`src/rtl/seek_pkg.sv`:
```
package seek_pkg;
  localparam int CH_W = 10;
  localparam int Q_W  = 8;

  // channel code for a frequency in kHz (64 MHz origin, 50 kHz grain)
  function automatic int khz_to_ch(input int khz);
    return (khz - 64000) / 50;
  endfunction

  typedef enum logic [1:0] {
    S_IDLE = 2'd0,
    S_STEP = 2'd1,
    S_MEAS = 2'd2
  } seq_state_t;
endpackage

```
`src/rtl/band_decode.sv`:
```
module band_decode #(
  parameter int CH_W = seek_pkg::CH_W
) (
  input  logic [1:0]      band,
  input  logic [1:0]      space,
  output logic [CH_W-1:0] lo,
  output logic [CH_W-1:0] hi,
  output logic [CH_W-1:0] step
);
  localparam logic [CH_W-1:0] CH_87  = CH_W'(seek_pkg::khz_to_ch(87000));
  localparam logic [CH_W-1:0] CH_76  = CH_W'(seek_pkg::khz_to_ch(76000));
  localparam logic [CH_W-1:0] CH_90  = CH_W'(seek_pkg::khz_to_ch(90000));
  localparam logic [CH_W-1:0] CH_108 = CH_W'(seek_pkg::khz_to_ch(108000));
  localparam logic [CH_W-1:0] ST_200 = CH_W'(4);
  localparam logic [CH_W-1:0] ST_100 = CH_W'(2);
  localparam logic [CH_W-1:0] ST_50  = CH_W'(1);

  always_comb begin
    unique case (band)
      2'd1:    begin lo = CH_76; hi = CH_108; end
      2'd2:    begin lo = CH_76; hi = CH_90;  end
      default: begin lo = CH_87; hi = CH_108; end  // 0 and reserved 3
    endcase
    unique case (space)
      2'd1:    step = ST_100;
      2'd2:    step = ST_50;
      default: step = ST_200;                      // 0 and reserved 3
    endcase
  end
endmodule

```
`src/rtl/step_calc.sv`:
```
module step_calc #(
  parameter int CH_W = seek_pkg::CH_W
) (
  input  logic [CH_W-1:0] cur,
  input  logic [CH_W-1:0] start,
  input  logic [CH_W-1:0] lo,
  input  logic [CH_W-1:0] hi,
  input  logic [CH_W-1:0] step,
  input  logic            up,
  input  logic            edge_stop,
  input  logic            wrapped,
  output logic [CH_W-1:0] cand,
  output logic            wrap_now,
  output logic            end_fail,
  output logic [CH_W-1:0] end_ch
);
  localparam int XW = CH_W + 2;
  logic signed [XW-1:0] raw, lo_s, hi_s;

  always_comb begin
    lo_s = $signed({2'b00, lo});
    hi_s = $signed({2'b00, hi});
    raw  = up ? $signed({2'b00, cur}) + $signed({2'b00, step})
              : $signed({2'b00, cur}) - $signed({2'b00, step});
    cand     = cur;
    wrap_now = 1'b0;
    end_fail = 1'b0;
    end_ch   = cur;
    if (up) begin
      if (raw > hi_s) begin
        if (edge_stop)    begin end_fail = 1'b1; end_ch = hi;    end
        else if (wrapped) begin end_fail = 1'b1; end_ch = start; end
        else              begin cand = lo; wrap_now = 1'b1;      end
      end else if (raw < lo_s) cand = lo;
      else                     cand = raw[CH_W-1:0];
    end else begin
      if (raw < lo_s) begin
        if (edge_stop)    begin end_fail = 1'b1; end_ch = lo;    end
        else if (wrapped) begin end_fail = 1'b1; end_ch = start; end
        else              begin cand = hi; wrap_now = 1'b1;      end
      end else if (raw > hi_s) cand = hi;
      else                     cand = raw[CH_W-1:0];
    end
    // full pass: back at or beyond the start after a wrap
    if (!end_fail && (wrapped || wrap_now) &&
        (up ? (cand >= start) : (cand <= start))) begin
      end_fail = 1'b1;
      end_ch   = start;
    end
  end
endmodule

```
`src/rtl/irq_level.sv`:
```
module irq_level (
  input  logic clk,
  input  logic rst,
  input  logic enable,
  input  logic flag,
  input  logic active_high,
  output logic irq
);
  logic act;
  assign act = enable & flag;

  always_ff @(posedge clk) begin
    if (rst) irq <= 1'b0;
    else     irq <= active_high ? act : ~act;
  end
endmodule

```
`src/rtl/seek_tune_seq.sv`:
```
module seek_tune_seq #(
  parameter int CH_W = seek_pkg::CH_W,
  parameter int Q_W  = seek_pkg::Q_W,
  parameter logic [CH_W-1:0] RST_CH = CH_W'(10'h1CC)
) (
  input  logic            clk,
  input  logic            rst,
  input  logic            tune_go,
  input  logic            seek_go,
  input  logic            stc_clr,
  input  logic            seek_up,
  input  logic            edge_stop,
  input  logic            auto_tune,
  input  logic [1:0]      band_sel,
  input  logic [1:0]      space_sel,
  input  logic [CH_W-1:0] chan_cfg,
  input  logic [Q_W-1:0]  qual_thr,
  input  logic            int_en,
  input  logic            int_high,
  output logic            meas_req,
  input  logic            meas_valid,
  input  logic [Q_W-1:0]  meas_quality,
  output logic [CH_W-1:0] chan_out,
  output logic            busy,
  output logic            stc,
  output logic            fail_flag,
  output logic            audio_mute,
  output logic            irq
);
  import seek_pkg::*;

  seq_state_t      state;
  logic [CH_W-1:0] start_q;
  logic [1:0]      band_q, space_q;
  logic            up_q, stop_q, wrapped_q;

  logic [CH_W-1:0] lo, hi, step, cand, end_ch;
  logic            wrap_now, end_fail;

  band_decode #(.CH_W(CH_W)) u_band (
    .band(band_q), .space(space_q), .lo(lo), .hi(hi), .step(step)
  );

  step_calc #(.CH_W(CH_W)) u_step (
    .cur(chan_out), .start(start_q), .lo(lo), .hi(hi), .step(step),
    .up(up_q), .edge_stop(stop_q), .wrapped(wrapped_q),
    .cand(cand), .wrap_now(wrap_now), .end_fail(end_fail), .end_ch(end_ch)
  );

  irq_level u_irq (
    .clk(clk), .rst(rst), .enable(int_en), .flag(stc),
    .active_high(int_high), .irq(irq)
  );

  always_ff @(posedge clk) begin
    if (rst) begin
      state      <= S_IDLE;
      chan_out   <= RST_CH;
      start_q    <= RST_CH;
      band_q     <= 2'd0;
      space_q    <= 2'd0;
      up_q       <= 1'b0;
      stop_q     <= 1'b0;
      wrapped_q  <= 1'b0;
      meas_req   <= 1'b0;
      busy       <= 1'b0;
      stc        <= 1'b0;
      fail_flag  <= 1'b0;
      audio_mute <= 1'b0;
    end else begin
      unique case (state)
        S_IDLE: begin
          if (tune_go) begin
            chan_out   <= chan_cfg;
            stc        <= 1'b1;
            fail_flag  <= 1'b0;
            audio_mute <= 1'b0;
          end else if (seek_go) begin
            start_q    <= chan_out;
            band_q     <= band_sel;
            space_q    <= space_sel;
            up_q       <= seek_up;
            stop_q     <= edge_stop;
            wrapped_q  <= 1'b0;
            busy       <= 1'b1;
            stc        <= 1'b0;
            fail_flag  <= 1'b0;
            audio_mute <= 1'b1;
            state      <= S_STEP;
          end else if (stc_clr) begin
            stc <= 1'b0;
          end
        end
        S_STEP: begin
          if (end_fail) begin
            chan_out   <= end_ch;
            busy       <= 1'b0;
            stc        <= 1'b1;
            fail_flag  <= 1'b1;
            audio_mute <= ~auto_tune;
            state      <= S_IDLE;
          end else begin
            chan_out  <= cand;
            wrapped_q <= wrapped_q | wrap_now;
            meas_req  <= 1'b1;
            state     <= S_MEAS;
          end
        end
        S_MEAS: begin
          if (meas_valid) begin
            meas_req <= 1'b0;
            if (meas_quality >= qual_thr) begin
              busy       <= 1'b0;
              stc        <= 1'b1;
              fail_flag  <= 1'b0;
              audio_mute <= ~auto_tune;
              state      <= S_IDLE;
            end else begin
              state <= S_STEP;
            end
          end
        end
        default: state <= S_IDLE;
      endcase
    end
  end

  // measurement requests only while a seek runs
  p_req_in_seek_r5: assert property (@(posedge clk) disable iff (rst)
    meas_req |-> busy);
  // every measured candidate sits inside the decoded band
  p_cand_in_band_r2: assert property (@(posedge clk) disable iff (rst)
    meas_req |-> (chan_out >= lo && chan_out <= hi));
  // audio muted for the whole seek
  p_mute_busy_r9: assert property (@(posedge clk) disable iff (rst)
    busy |-> audio_mute);
  // completion flagged as the seek ends
  p_done_sets_stc_r10: assert property (@(posedge clk) disable iff (rst)
    $fell(busy) |-> stc);
  // flag is sticky until cleared or a new seek
  p_stc_sticky_r10: assert property (@(posedge clk) disable iff (rst)
    (stc && !stc_clr && !seek_go) |=> stc);
  // an edge-stop failure parks on a band limit
  p_edge_park_r8: assert property (@(posedge clk) disable iff (rst)
    ($fell(busy) && fail_flag && stop_q) |-> (chan_out == lo || chan_out == hi));
endmodule

```
`config.mk`:
```
export PLATFORM = sky130hd
export DESIGN_NAME = seek_tune_seq
export DESIGN_NICKNAME = d
export VERILOG_FILES = /design/src/rtl/seek_pkg.sv /design/src/rtl/band_decode.sv /design/src/rtl/step_calc.sv /design/src/rtl/irq_level.sv /design/src/rtl/seek_tune_seq.sv
export SDC_FILE = /design/constraint.sdc
export NUM_CORES = 1
export LEC_CHECK = 0
export BUFFER_PORTS_ARGS = -buffer_cell sky130_fd_sc_hd__buf_2
export CAP_MARGIN = 40
export CORE_MARGIN = 2
export CORE_UTILIZATION = 55
export DETAILED_ROUTE_END_ITERATION = 6
export GPL_TIMING_DRIVEN = 1
export PLACE_DENSITY = 0.9
export REMOVE_ABC_BUFFERS = 1
export SYNTH_ARGS = -nofsm -noshare
export SYNTH_HDL_FRONTEND = slang
export SYNTH_SLANG_ARGS = --single-unit
```
`constraint.sdc`:
```
create_clock -name clk -period 14.9 [get_ports clk]
set_input_delay 3.725 -clock clk [delete_from_list [all_inputs] [get_ports clk]]
set_output_delay 3.725 -clock clk [all_outputs]
set_load 0.005 [all_outputs]
```
Word-level counts from Yosys, hierarchy flattened --
Index checks and enable logic that the tools add are counted.
Operators by class: bitwise logic cells 5, $lt $le $gt $ge 5, equality and inequality tests 17, mux-type cells 69, reduce and logical (&&, ||, !) cells 17, $add $sub $neg 2
Operators by type and width (number):
- $mux W10 | 18
- $mux W1 | 35
- $pmux W10 S2 | 1
- $mux W9 | 2
- $ne A2 B2 Y1 const B | 7
- $gt A12 B11 Y1 | 1
- $lt A12 B10 Y1 | 1
- $mux W12 | 1
- $pmux W1 S3 | 4
- $add A10 B3 Y11 | 1
- $sub A10 B3 Y11 | 1
- $ge A10 B10 Y1 | 1
- $le A10 B10 Y1 | 1
- $ne A5 B3 Y1 const B | 2
- $reduce_and A5 Y1 | 2
- $reduce_and A3 Y1 | 3
- $ge A8 B8 Y1 | 1
- $mux W2 | 4
- $reduce_and A4 Y1 | 2
- $eq A2 B1 Y1 const B | 3
- $eq A2 B2 Y1 const B | 3
- $pmux W2 S3 | 1
- $pmux W3 S2 | 1
- $reduce_and A6 Y1 | 1
- 13 further kinds | 18
Storage, ports and cells: logic and storage cells 129, input bits 41, register bits 35, output and inout port bits 16

Logic depth before layout (Yosys ltp) --
Gate-level depths: netlist of the first run.
word-level depth 14, mapped depth 34, depth with buffers taken out 32

By module --
From an unflattened synthesis of the first run, not the netlist that was laid out.
Second synthesis, totals: cells, all modules 606, area, all modules 4569.4 um2
By module, submodules not included:
- step_calc | area each 2382.3 um2, sequential area each 0.0 um2, instances 1, cells an instance 341
- seek_tune_seq | area each 1896.8 um2, sequential area each 680.7 um2, instances 1, cells an instance 227
- band_decode | area each 249.0 um2, sequential area each 0.0 um2, instances 1, cells an instance 34
- irq_level | area each 41.3 um2, sequential area each 20.0 um2, instances 1, cells an instance 4

Worst setup path before layout of the first run --
Ideal clock, no wire load.
path kind register to register, start register space_q[0], end register chan_out[4], cell stages (with the launch flop) 31, clock period less this slack 5.900 ns, data required time 14.781 ns, path buffers 0, setup time 0.119 ns, arrival time 5.782 ns, path slack 9.000 ns, cells stage by stage dfxtp_1 > inv_1 > ha_1 > ha_1 > fa_1 > nor2b_1 > o21ai_0 > o22ai_1 > or2_2 > and2_1 > ha_1 > nand4_1 > nor4b_1 > a21oi_1 > o221a_4 > a31oi_4 > nand3_1 > o221a_2 > mux2i_1 > inv_1 > ha_1 > o21a_1 > o31ai_1 > a221oi_1 > o32ai_1 > o21ai_0 > a32o_1 > o21ai_1 > nor2_1 > a221o_1 > o221a_1
On the way: longest elaborated chain between the ends 14, elaborated cells on any way between the ends 33, classes of those cells 2 x add/sub; 4 x order compare; 4 x eq/ne; 18 x mux; 5 x reduce/logical
RTL lines:
- from (decl) | RTL line seek_tune_seq.sv:34 | logic [1:0] band_q, space_q;
- from (signal assigned) | RTL line seek_tune_seq.sv:81 | space_q <= space_sel;
- $eq A2 B2 Y1 or $eq A2 B1 Y1 (tied branches) | RTL line band_decode.sv:24 | unique case (space)
- $pmux W3 S2 * | RTL line band_decode.sv:24
- $sub A10 B3 Y11 or $add A10 B3 Y11 (tied branches) | RTL line step_calc.sv:24, step_calc.sv:23
- $mux W12 * | RTL line step_calc.sv:23 | raw = up ? $signed({2'b00, cur}) + $signed({2'b00, step})
- $gt A12 B11 Y1 or $lt A12 B10 Y1 (tied branches)
- $mux W10 (on tied branches) | RTL line step_calc.sv:41, step_calc.sv:34
- $mux W10 (on tied branches) | RTL line step_calc.sv:37, step_calc.sv:30
- $mux W10 | RTL line step_calc.sv:29 | if (up) begin
- $le A10 B10 Y1 or $ge A10 B10 Y1 (tied branches) | RTL line step_calc.sv:46 | (up ? (cand >= start) : (cand <= start))) begin
- $mux W1 | RTL line step_calc.sv:46
- $logic_and A1 B1 Y1 | RTL line step_calc.sv:45 | if (!end_fail && (wrapped || wrap_now) &&
- $mux W1 or $mux W10 (tied branches) | RTL line step_calc.sv:45
- $ne A5 B3 Y1 (no source line) or $mux W10 (tied branches)
- $reduce_and A4 Y1 (no source line) or $pmux W10 S2 (tied branches)
- to (signal assigned) | RTL line seek_tune_seq.sv:74 | chan_out <= chan_cfg;
- to (signal assigned) | RTL line seek_tune_seq.sv:96 | chan_out <= end_ch;
- to (signal assigned) | RTL line seek_tune_seq.sv:103 | chan_out <= cand;
- to (decl) | RTL line seek_tune_seq.sv:23 | output logic [CH_W-1:0] chan_out,
Mark *: on every way between the ends. The rest lies on a longest branch, timed or not. A chain may end at the register's enable or synchronous reset.

Worst setup path after layout of the first run --
Same ends and word-level chain as after synthesis.

==> impl_results.md, run 1 <==
* Async SR Flop Fraction at 0
* CP top delay family: compound AO/OA/AOI/OAI gates
* Worst Path Arrival at 7.23 ns
* Post-CTS setup buffer count at 0
* VDD IR max at 0.000117 V
* CP bufs+invs at 2
* Area growth syn-to-layout at 9.38%
* Placement Setup Slack at 8.05 ns
* EDFF count, synth at 0
* H-tree depth at 2
* Pin count of the biggest net entering global routing at 31
* DR WL/cell at 17.8 um
* Seq/Total Area, Yosys at 0.187
* Outcome: finished, violations left
* Critical path's most frequent cell: ha_1
* Reg clk slew, reported paths at 0.07 ns
* Placer congestion estimate at 1.02
* Top FF cell, synth: dfxtp_1
* HP Class: register to register
* Sequential cell area at 701 um^2
* Worst hold start: band_q[0]$_SDFFE_PP0P_
* Final Worst Setup Slack at 7.85 ns
* Critical R2R Capture: chan_out[4]$_SDFFE_PP0P_
* Commonest cells post-synth: nand2_1 (60), nor2_1 (47), a21oi_1 (46)
* Synthesized area at 3750 um^2
* Vias/cell at 6.67
* Inst Count DP at 611
* Final WL at 11000 um
* R2r startpoint: space_q[0]$_SDFFE_PP0P_
* Synth top area cells: dfxtp_1 (19%), ha_1 (13%), a21oi_1 (6.1%)
* Maximum root-to-sink buffer count at 2
* Delay of the slowest cell on the worst path at 0.42 ns
* Worst R2R Path Depth at 30
* CP max FO at 7
* GRT Total Usage at 0.297
* First-pass GRT wire length at 17900 um
* Initial antenna violation count at 0
* TritonCTS buffer count at 5
* Area after DPL at 4010 um^2
* Remaining Overflow, GRT at 0
* CTS tree: yes
* Relative slew slack at 0.574
* Setup TNS Final at 0 ns
* Max-cap viol count at 0
* Drt drc at 1
* YS warnings at 0
* Final setup vio count at 0
* WHS Endpoint: band_q[0]$_SDFFE_PP0P_
* Synth area leader: dfxtp_1
* Die height at 86.5 um
* RSZ-0062 raised after global routing: no
* Crit Path Class: register to register
* Final nets at 621
* Number of port buffers at 56
* Vias in the first global route at 3801
* Post-Layout Cell Count at 618
* Starting Density at 0.561
* Area of the multi-input gates at 2770 um^2
* Design Area, Final at 4100 um^2
* Setup Skew at 0.00501 ns
* Clock Latency Late Sink at 0.29 ns
* Layout cells sized above 1 at 0.165
* Yosys cell types at 77
* Worst setup EP type: register
* Startpoint types: register
* Core Rows at 30
* Fmax at 142 MHz
* # diodes at 0
* Worst-margin pin slew at 0.637 ns
* Final Core Density at 0.613
* Filler cells at 622
* Core area at 6680 um^2
* DP HPWL at 8430 um
* Failing checks: DRC
* Drt first-iter violations at 603
* Leak at 1.83 nW
* Full die area at 7490 um^2
* CTS root buf: clkbuf_8
* R2r setup slk at 7.85 ns
* Fin. Hold Viols at 0
* Area share of the largest cell type after synthesis at 0.187
* Most common cell in the netlist: nand2_1
* Final Critical Period at 7.05 ns
* Worst Path Required at 15.08 ns
* Vias post-DR at 4124
* Syn_area_per_cell at 7.49 um^2
* Resized cells post-CTS at 0
* Hold Slack at 0.459 ns
* FF+latch count, synth at 35
* Worst hold stages at 2
* Crit share post-route at 0.473
* First-pass DRT Iterations at 7
* Hold Buf Count CTS at 0
* Cell count after synthesis at 500
* Pins Over Slew Limit at 0
* Tot Pwr at 0.991 mW
* Final ANT Viol Nets at 0
* Die W at 86.5 um
* Slowest cell on crit path: fa_1
* Ports at 57
* Pwr dens at 242 nW/um^2
* Clock sinks at 35
layout by cell type (no fill, tap or decap), types with 3 or more instances in the layout:
| cell | instances |
|---|---|
| a21o_1 | 6 |
| a221oi_1 | 4 |
| and3_1 | 7 |
| o31ai_1 | 3 |
| buf_4 | 3 |
| o22ai_1 | 4 |
| nor3b_1 | 4 |
| and4_1 | 4 |
| nor2b_1 | 5 |
| dfxtp_1 | 35 |
| nand3_1 | 15 |
| or2_2 | 5 |
| inv_1 | 37 |
| and2_1 | 7 |
| a211oi_1 | 4 |
| o21ai_1 | 4 |
| nand4_1 | 3 |
| nand2b_1 | 7 |
| a21oi_1 | 46 |
| o221ai_1 | 5 |
| nor2_1 | 47 |
| nor3_1 | 5 |
| o211a_1 | 3 |
| buf_2 | 56 |
| o21a_1 | 5 |
| a31oi_1 | 3 |
| o21ai_0 | 28 |
| ha_1 | 40 |
| o221a_1 | 4 |
| a311oi_1 | 3 |
| clkbuf_8 | 6 |
| mux2i_1 | 6 |
| nand2_1 | 60 |
| o211ai_1 | 10 |
| xnor2_1 | 3 |
registers in the layout, indices dropped and copies added, names as in the netlist, 2 cells and up, named ones only:
signal    flops
band_q        2
chan_out      8
space_q       2
start_q      10
state         2
layout make-up:
cell class / count / share of cell area
Sequential cell: 35 / 0.171
Multi-Input combinational cell: 399 / 0.675
Inverter: 38 / 0.0348
Clock buffer: 6 / 0.0201
Timing Repair Buffer: 59 / 0.0739
Clock inverter: 1 / 0.00122
Tap cell: 80 / 0.0244
how the worst max path moves through the flow:
| stage | start | endpoint | slack (ns) | depth (start not counted) |
|---|---|---|---|---|
| floorplan | space_q[0]$_SDFFE_PP0P_ | chan_out[4]$_SDFFE_PP0P_ | 8.79 | 29 |
| global placement | space_q[0]$_SDFFE_PP0P_ | chan_out[4]$_SDFFE_PP0P_ | 8.09 | 29 |
| detailed placement | space_q[0]$_SDFFE_PP0P_ | chan_out[4]$_SDFFE_PP0P_ | 8.05 | 30 |
| CTS | space_q[0]$_SDFFE_PP0P_ | chan_out[4]$_SDFFE_PP0P_ | 7.99 | 30 |
| global route | space_q[0]$_SDFFE_PP0P_ | busy$_SDFFE_PP0P_ | 7.41 | 29 |
| finish | space_q[0]$_SDFFE_PP0P_ | chan_out[4]$_SDFFE_PP0P_ | 7.85 | 30 |
cell families after synthesis:
| family | after synthesis | synth area share |
|---|---|---|
| flip-flops | 35 | 0.187 |
| AO/OA/AOI/OAI | 161 | 0.311 |
| AND/OR/NAND/NOR | 183 | 0.245 |
| XOR/XNOR | 5 | 0.0137 |
| buffers and inverters | 66 | 0.0751 |
| adder cells (fa/ha/maj) | 42 | 0.144 |
| multiplexers | 8 | 0.0240 |
worst min-delay path, stage by stage, from the launching register on:
cell	delay, ns
dfxtp_1	0.31
nand2_1	0.05
a21oi_1	0.05
routing by layer:
metal | wire, um | GRT usage | up-vias
met3 | 1180 | 0.0495 | 36
met4 | 310 | 0.104 | 0
li1 | - | - | 1891
met2 | 5070 | 0.478 | 290
met5 | 0 | 0 | -
met1 | 4460 | 0.402 | 1907
where the power goes:
part | switching (mW) | internal, mW
clock network | 0.0345 | 0.0363
registers | 0.0540 | 0.120
logic | 0.454 | 0.292
total | 0.542 | 0.448
(Power assumes the default switching activity.)
==> run 2: changes to the inputs <==
- clock period: 14.9 -> 6.65 ns (I/O delays scaled with it)
==> run 2 against run 1 <==
  * The flow now finishes without violations
  * Sequential power is 110% higher
  * Clock power up 120%
  * Routed wire length up 9.3%
  * Critical path type unchanged
  * Critical endpoint unchanged
  * Largest cell class unchanged
  * Largest power group unchanged
==> impl_results.md, run 2 (same netlist as run 1, synthesis figures left out) <==
* R2r startpoint: space_q[0]$_SDFFE_PP0P_
* Final setup vio count at 0 (unchanged)
* Placer congestion estimate at 1.04 (+1.9%)
* TritonCTS buffer count at 5 (unchanged)
* Number of port buffers at 56 (unchanged)
* First-pass GRT wire length at 19200 um (+7.2%)
* VDD IR max at 0.000346 V (+190%)
* Final Core Density at 0.667 (+0.0532)
* Clock sinks at 35 (unchanged)
* Worst hold stages at 2 (unchanged)
* Initial antenna violation count at 0 (unchanged)
* Final Critical Period at 6.42 ns (-0.624 ns)
* Worst Path Required at 6.84 ns (-8.24 ns)
* Relative slew slack at 0.506 (-0.0681)
* Area after DPL at 4120 um^2 (+2.8%)
* Crit share post-route at 0.966 (+0.493)
* Outcome: finished, final reports clean
* Final Worst Setup Slack at 0.228 ns (-7.63 ns)
* Final nets at 645 (+3.9%)
* Ports at 57 (unchanged)
* Leak at 1.97 nW (+7.5%)
* CP top delay family: compound AO/OA/AOI/OAI gates
* Pwr dens at 591 nW/um^2 (+140%)
* Setup Skew at 0.00972 ns (+0.00471 ns)
* Worst Path Arrival at 6.61 ns (-0.62 ns)
* DR WL/cell at 18.7 um (+5.1%)
* Hold Buf Count CTS at 0 (unchanged)
* CP bufs+invs at 2 (unchanged)
* Core Rows at 30 (unchanged)
* Worst-margin pin slew at 0.739 ns (+0.102 ns)
* DP HPWL at 9020 um (+7.0%)
* Remaining Overflow, GRT at 0 (unchanged)
* Final ANT Viol Nets at 0 (unchanged)
* Fmax at 156 MHz (+9.7%)
* CTS tree: yes
* CP max FO at 4 (-3)
* Vias in the first global route at 3946 (+3.8%)
* Pins Over Slew Limit at 0 (unchanged)
* First-pass DRT Iterations at 7 (unchanged)
* Fin. Hold Viols at 0 (unchanged)
* Drt first-iter violations at 556 (-7.8%)
* Core area at 6680 um^2 (unchanged)
* Worst hold start: band_q[0]$_SDFFE_PP0P_
* Starting Density at 0.561 (unchanged)
* Drt drc at 0 (-1)
* # diodes at 0 (unchanged)
* Area growth syn-to-layout at 18.9%
* Hold Slack at 0.474 ns (+0.0149 ns)
* Vias post-DR at 4219 (+2.3%)
* Most frequent cells in the layout: nand2_1 (59), buf_2 (56), nor2_1 (45)
* HP Class: register to register
* Crit path depth at 30 (unchanged)
* Vias/cell at 6.56 (-1.7%)
* Number of flip-flops in the largest register at 10 (unchanged)
* Largest regs: start_q: 10 flops, chan_out: 8 flops
* H-tree depth at 2 (unchanged)
* Reg clk slew, reported paths at 0.07 ns (about the same)
* Clock Latency Late Sink at 0.29 ns (about the same)
* Final WL at 12000 um (+9.3%)
* GRT Total Usage at 0.321 (+0.0240)
* Die height at 86.5 um (unchanged)
* Slowest cell on crit path: fa_2
* Max-cap viol count at 0 (unchanged)
* Delay of the slowest cell on the worst path at 0.36 ns (-0.06 ns)
* Full die area at 7490 um^2 (unchanged)
* Layout cells sized above 1 at 0.258 (+0.0921)
* Reg with most FFs: start_q
* Die W at 86.5 um (unchanged)
* Design Area, Final at 4450 um^2 (+8.7%)
* CTS root buf: clkbuf_8
* Commonest non-fill, non-tap cell in the layout: nand2_1
* Crit Path Class: register to register
* Setup TNS Final at 0 ns (unchanged)
* Worst R2R Path Depth at 30 (unchanged)
* Critical Path Source: space_q[0]$_SDFFE_PP0P_
* Startpoint types: register
* Placement Setup Slack at -0.103 ns (-8.16 ns)
* Pin count of the biggest net entering global routing at 30 (-3.2%)
* Maximum root-to-sink buffer count at 2 (unchanged)
* Worst setup EP type: register
run 2: cell types whose count changed in the layout (fill, tap and decap cells not counted), moves of 3 or more:
cell and change:
a21oi_1 -3, a21oi_2 +3, buf_4 +23, o21ai_0 -5, o21ai_2 +3
run 2: final cells by class:
type,count,area (um^2)
sequential,35,702
clock buffer,7,76.3
tap,80,100
clock inverter,1,5.00
timing repair buffer,83,495
fill,559,2230
multi-input combinational,399,2930
inverter,38,143
run 2: metal layers:
layer,GRT usage,up-vias,routed length (um)
met4,0.104,0,361
met3,0.0648,43,1140
met2,0.517,270,5650
met1,0.429,1960,4900
met5,0,-,0
li1,-,1946,-
run 2: worst paths after layout:
kind,slack [ns],to
worst min register to register,0.47,band_q[0]$_SDFFE_PP0P_
worst min-delay path,0.47,band_q[0]$_SDFFE_PP0P_
worst max-delay path,0.23,chan_out[4]$_SDFFE_PP0P_
worst max register to register,0.23,chan_out[4]$_SDFFE_PP0P_
run 2: metrics by stage:
step / power [mW] / cells
after floorplan: 1.55 / 472
after CTS: 2.33 / 637
after global routing: 2.81 / 643
after global placement: 2.10 / 626
final: 2.63 / 643
after detailed placement: 2.15 / 626
run 2: repair_timing:
item	4_1_cts	5_1_grt
gates resized for setup	3	41
setup endpoints to repair	13	17
pin swaps	2	14
hold endpoints to repair	0	0
setup buffers	3	6
run 2: power breakdown:
group          switching, mW  total, mW  leakage [nW]  internal [mW]
sequential             0.102      0.370         0.288          0.268
clock                 0.0797      0.153        0.0422         0.0736
combinational           1.21       2.11          1.64          0.904
total                   1.39       2.63          1.97           1.25
run 2: worst min-delay path, delay by kind of cell, from the launching register on:
kind | cells | cell delay (ns)
DFF | 1 | 0.32
AOI/OAI and AO/OA | 1 | 0.06
and+or+nand+nor | 1 | 0.05
==> run 3: changes to the inputs <==
- CTS_BUF_LIST: not set -> sky130_fd_sc_hd__clkbuf_4 sky130_fd_sc_hd__clkbuf_8
- CTS_CLUSTER_DIAMETER: not set -> 50
==> run 3 against run 2 <==
  * Core utilization rose by 0.11 points
  * Worst setup slack worse by 0.0056 ns
  * First-iteration DRC count shrank 9.9%
  * Via count grew 0.88%
  * Largest cell class unchanged
  * Worst hold slack about the same
  * Sequential cell count stayed put
  * Largest power group unchanged
  * Cell count is the same
  * Critical path type unchanged
  * Non-clock buffer count is the same
  * Global-route usage unchanged
==> impl_results.md, run 3 (same netlist as run 1, synthesis figures left out) <==
* Outcome: finished, final reports clean
* Core Rows at 30 (unchanged)
* Drt drc at 0 (unchanged)
* Delay of the slowest cell on the worst path at 0.36 ns (about the same)
* Worst Path Arrival at 6.62 ns (about the same)
* Remaining Overflow, GRT at 0 (unchanged)
* Final WL at 12100 um (+0.11%)
* Full die area at 7490 um^2 (unchanged)
* Drt first-iter violations at 501 (-9.9%)
* CP max FO at 4 (unchanged)
* Clock Latency Late Sink at 0.29 ns (about the same)
* Die W at 86.5 um (unchanged)
* Critical R2R Capture: chan_out[4]$_SDFFE_PP0P_
* Pwr dens at 593 nW/um^2 (+0.33%)
* Final Critical Period at 6.43 ns (+0.00563 ns)
* Crit Path Class: register to register
* Worst R2R Path Depth at 30 (unchanged)
* TritonCTS buffer count at 5 (unchanged)
* # diodes at 0 (unchanged)
* Slowest cell on crit path: fa_2
* R2r setup slk at 0.22 ns (about the same)
* Most Used Layer, Global Route: met2
* Final ANT Viol Nets at 0 (unchanged)
* GRT Total Usage at 0.321 (unchanged)
* Worst-margin pin slew at 0.710 ns (-0.0294 ns)
* Final Core Density at 0.668 (+0.00112)
* Starting Density at 0.561 (unchanged)
* First-pass DRT Iterations at 6 (-1)
* Relative slew slack at 0.525 (+0.0197)
* Placer congestion estimate at 1.04 (unchanged)
* Pin count of the biggest net entering global routing at 30 (unchanged)
* Vias post-DR at 4256 (+0.88%)
* Leak at 1.98 nW (+0.35%)
* Initial antenna violation count at 0 (unchanged)
* Commonest non-fill, non-tap cell in the layout: nand2_1
* First-pass GRT wire length at 19200 um (unchanged)
* Layout cells sized above 1 at 0.261 (+0.00355)
* Worst Path Required at 6.84 ns (about the same)
* Crit share post-route at 0.967 (about the same)
* R2r startpoint: space_q[0]$_SDFFE_PP0P_
* Core area at 6680 um^2 (unchanged)
* HP Class: register to register
* Worst hold stages at 2 (unchanged)
* Inst Count DP at 626 (unchanged)
* CTS root buf: clkbuf_8
* M3 GR Usage at 0.0648 (unchanged)
* Max-cap viol count at 0 (unchanged)
* DR WL/cell at 18.8 um (+0.11%)
* Die height at 86.5 um (unchanged)
* Vias in the first global route at 3946 (unchanged)
* Pins Over Slew Limit at 0 (unchanged)
* CTS tree: yes
* Worst setup EP type: register
* DP HPWL at 9020 um (unchanged)
* Vias/cell at 6.62 (+0.88%)
* Area growth syn-to-layout at 19.1%
* Post-Layout Cell Count at 643 (unchanged)
* WHS Endpoint: band_q[0]$_SDFFE_PP0P_
* Reg clk slew, reported paths at 0.08 ns (about the same)
* Setup Skew at 0.0100 ns (+0.000307 ns)
* Filler cells at 555 (-0.72%)
* Most frequent cells in the layout: nand2_1 (59), buf_2 (56), nor2_1 (45)
* Number of flip-flops in the largest register at 10 (unchanged)
* Maximum root-to-sink buffer count at 2 (unchanged)
* Ports at 57 (unchanged)
* Largest regs: start_q: 10 flops, chan_out: 8 flops
* Clock sinks at 35 (unchanged)
* Critical Path Source: space_q[0]$_SDFFE_PP0P_
* Reg with most FFs: start_q
* Number of port buffers at 56 (unchanged)
* Fin. Hold Viols at 0 (unchanged)
* VDD IR max at 0.000384 V (+11%)
* H-tree depth at 2 (unchanged)
* Worst hold start: band_q[0]$_SDFFE_PP0P_
* Final setup vio count at 0 (unchanged)
* Fmax at 156 MHz (about the same)
* Grt met2 use at 0.517 (unchanged)
* GRT met1 Usage at 0.429 (unchanged)
* Startpoint types: register
* Final nets at 645 (unchanged)
[run 3: report_power, final]
group / total (mW) / leakage, nW / internal [mW] / switching [mW]
clock: 0.163 / 0.0491 / 0.0818 / 0.0811
sequential: 0.370 / 0.288 / 0.268 / 0.101
combinational: 2.11 / 1.64 / 0.904 / 1.21
[run 3: timing repair]
item,4_1_cts,5_1_grt
gates resized for setup,3,41
pin swaps,2,14
setup endpoints to repair,13,17
hold buffers,0,0
endpoints found under the hold margin,0,0
buffers inserted,3,6
[run 3: layout make-up]
type | instances | area, um^2 | area share
Inverter | 38 | 143 | 0.0320
Tap cell | 80 | 100 | 0.0224
Clock inverter | 1 | 5.00 | 0.00112
Clock buffer | 7 | 83.8 | 0.0188
Sequential cell | 35 | 702 | 0.157
Multi-Input combinational cell | 399 | 2930 | 0.657
Timing Repair Buffer | 83 | 495 | 0.111
[run 3: stage by stage]
step           power, mW  area (um^2)  hold slack (ns)  setup TNS, ns  setup slack [ns]
6_report            2.65         4460            0.474              0             0.223
5_1_grt             2.82         4460            0.513         -0.287            -0.106
4_1_cts             2.34         4250            0.479              0            0.0261
3_5_place_dp        2.15         4120            0.469         -0.253            -0.103
3_3_place_gp        2.10         4120            0.446       -0.00389          -0.00389
2_1_floorplan       1.55         3610            0.430              0             0.536
[run 3: critical path, delay by kind of cell (launching register included)]
kind                       cells  cell delay, ns
AOI/OAI and AO/OA             15            3.09
adders and majority gates      5            1.34
and+or+nand+nor                8            1.31
DFF                            1            0.34
buffers and inverters          2            0.22
[run 3: worst max-delay path by stage]
| stage | end | slack [ns] | depth (start not counted) |
|---|---|---|---|
| 2_1_floorplan | chan_out[4]$_SDFFE_PP0P_ | 0.54 | 29 |
| 3_3_place_gp | chan_out[4]$_SDFFE_PP0P_ | -0.004 | 30 |
| 3_5_place_dp | chan_out[4]$_SDFFE_PP0P_ | -0.10 | 30 |
| 4_1_cts | chan_out[4]$_SDFFE_PP0P_ | 0.03 | 31 |
| 5_1_grt | chan_out[4]$_SDFFE_PP0P_ | -0.11 | 31 |
| 6_report | chan_out[4]$_SDFFE_PP0P_ | 0.22 | 30 |
[run 3: routing by layer]
metal / share of wire / vias up / wire, um
met1: 0.41 / 1980 / 4940
met3: 0.092 / 54 / 1110
met2: 0.47 / 282 / 5640
li1: - / 1940 / -
met4: 0.031 / 0 / 369
met5: 0 / - / 0
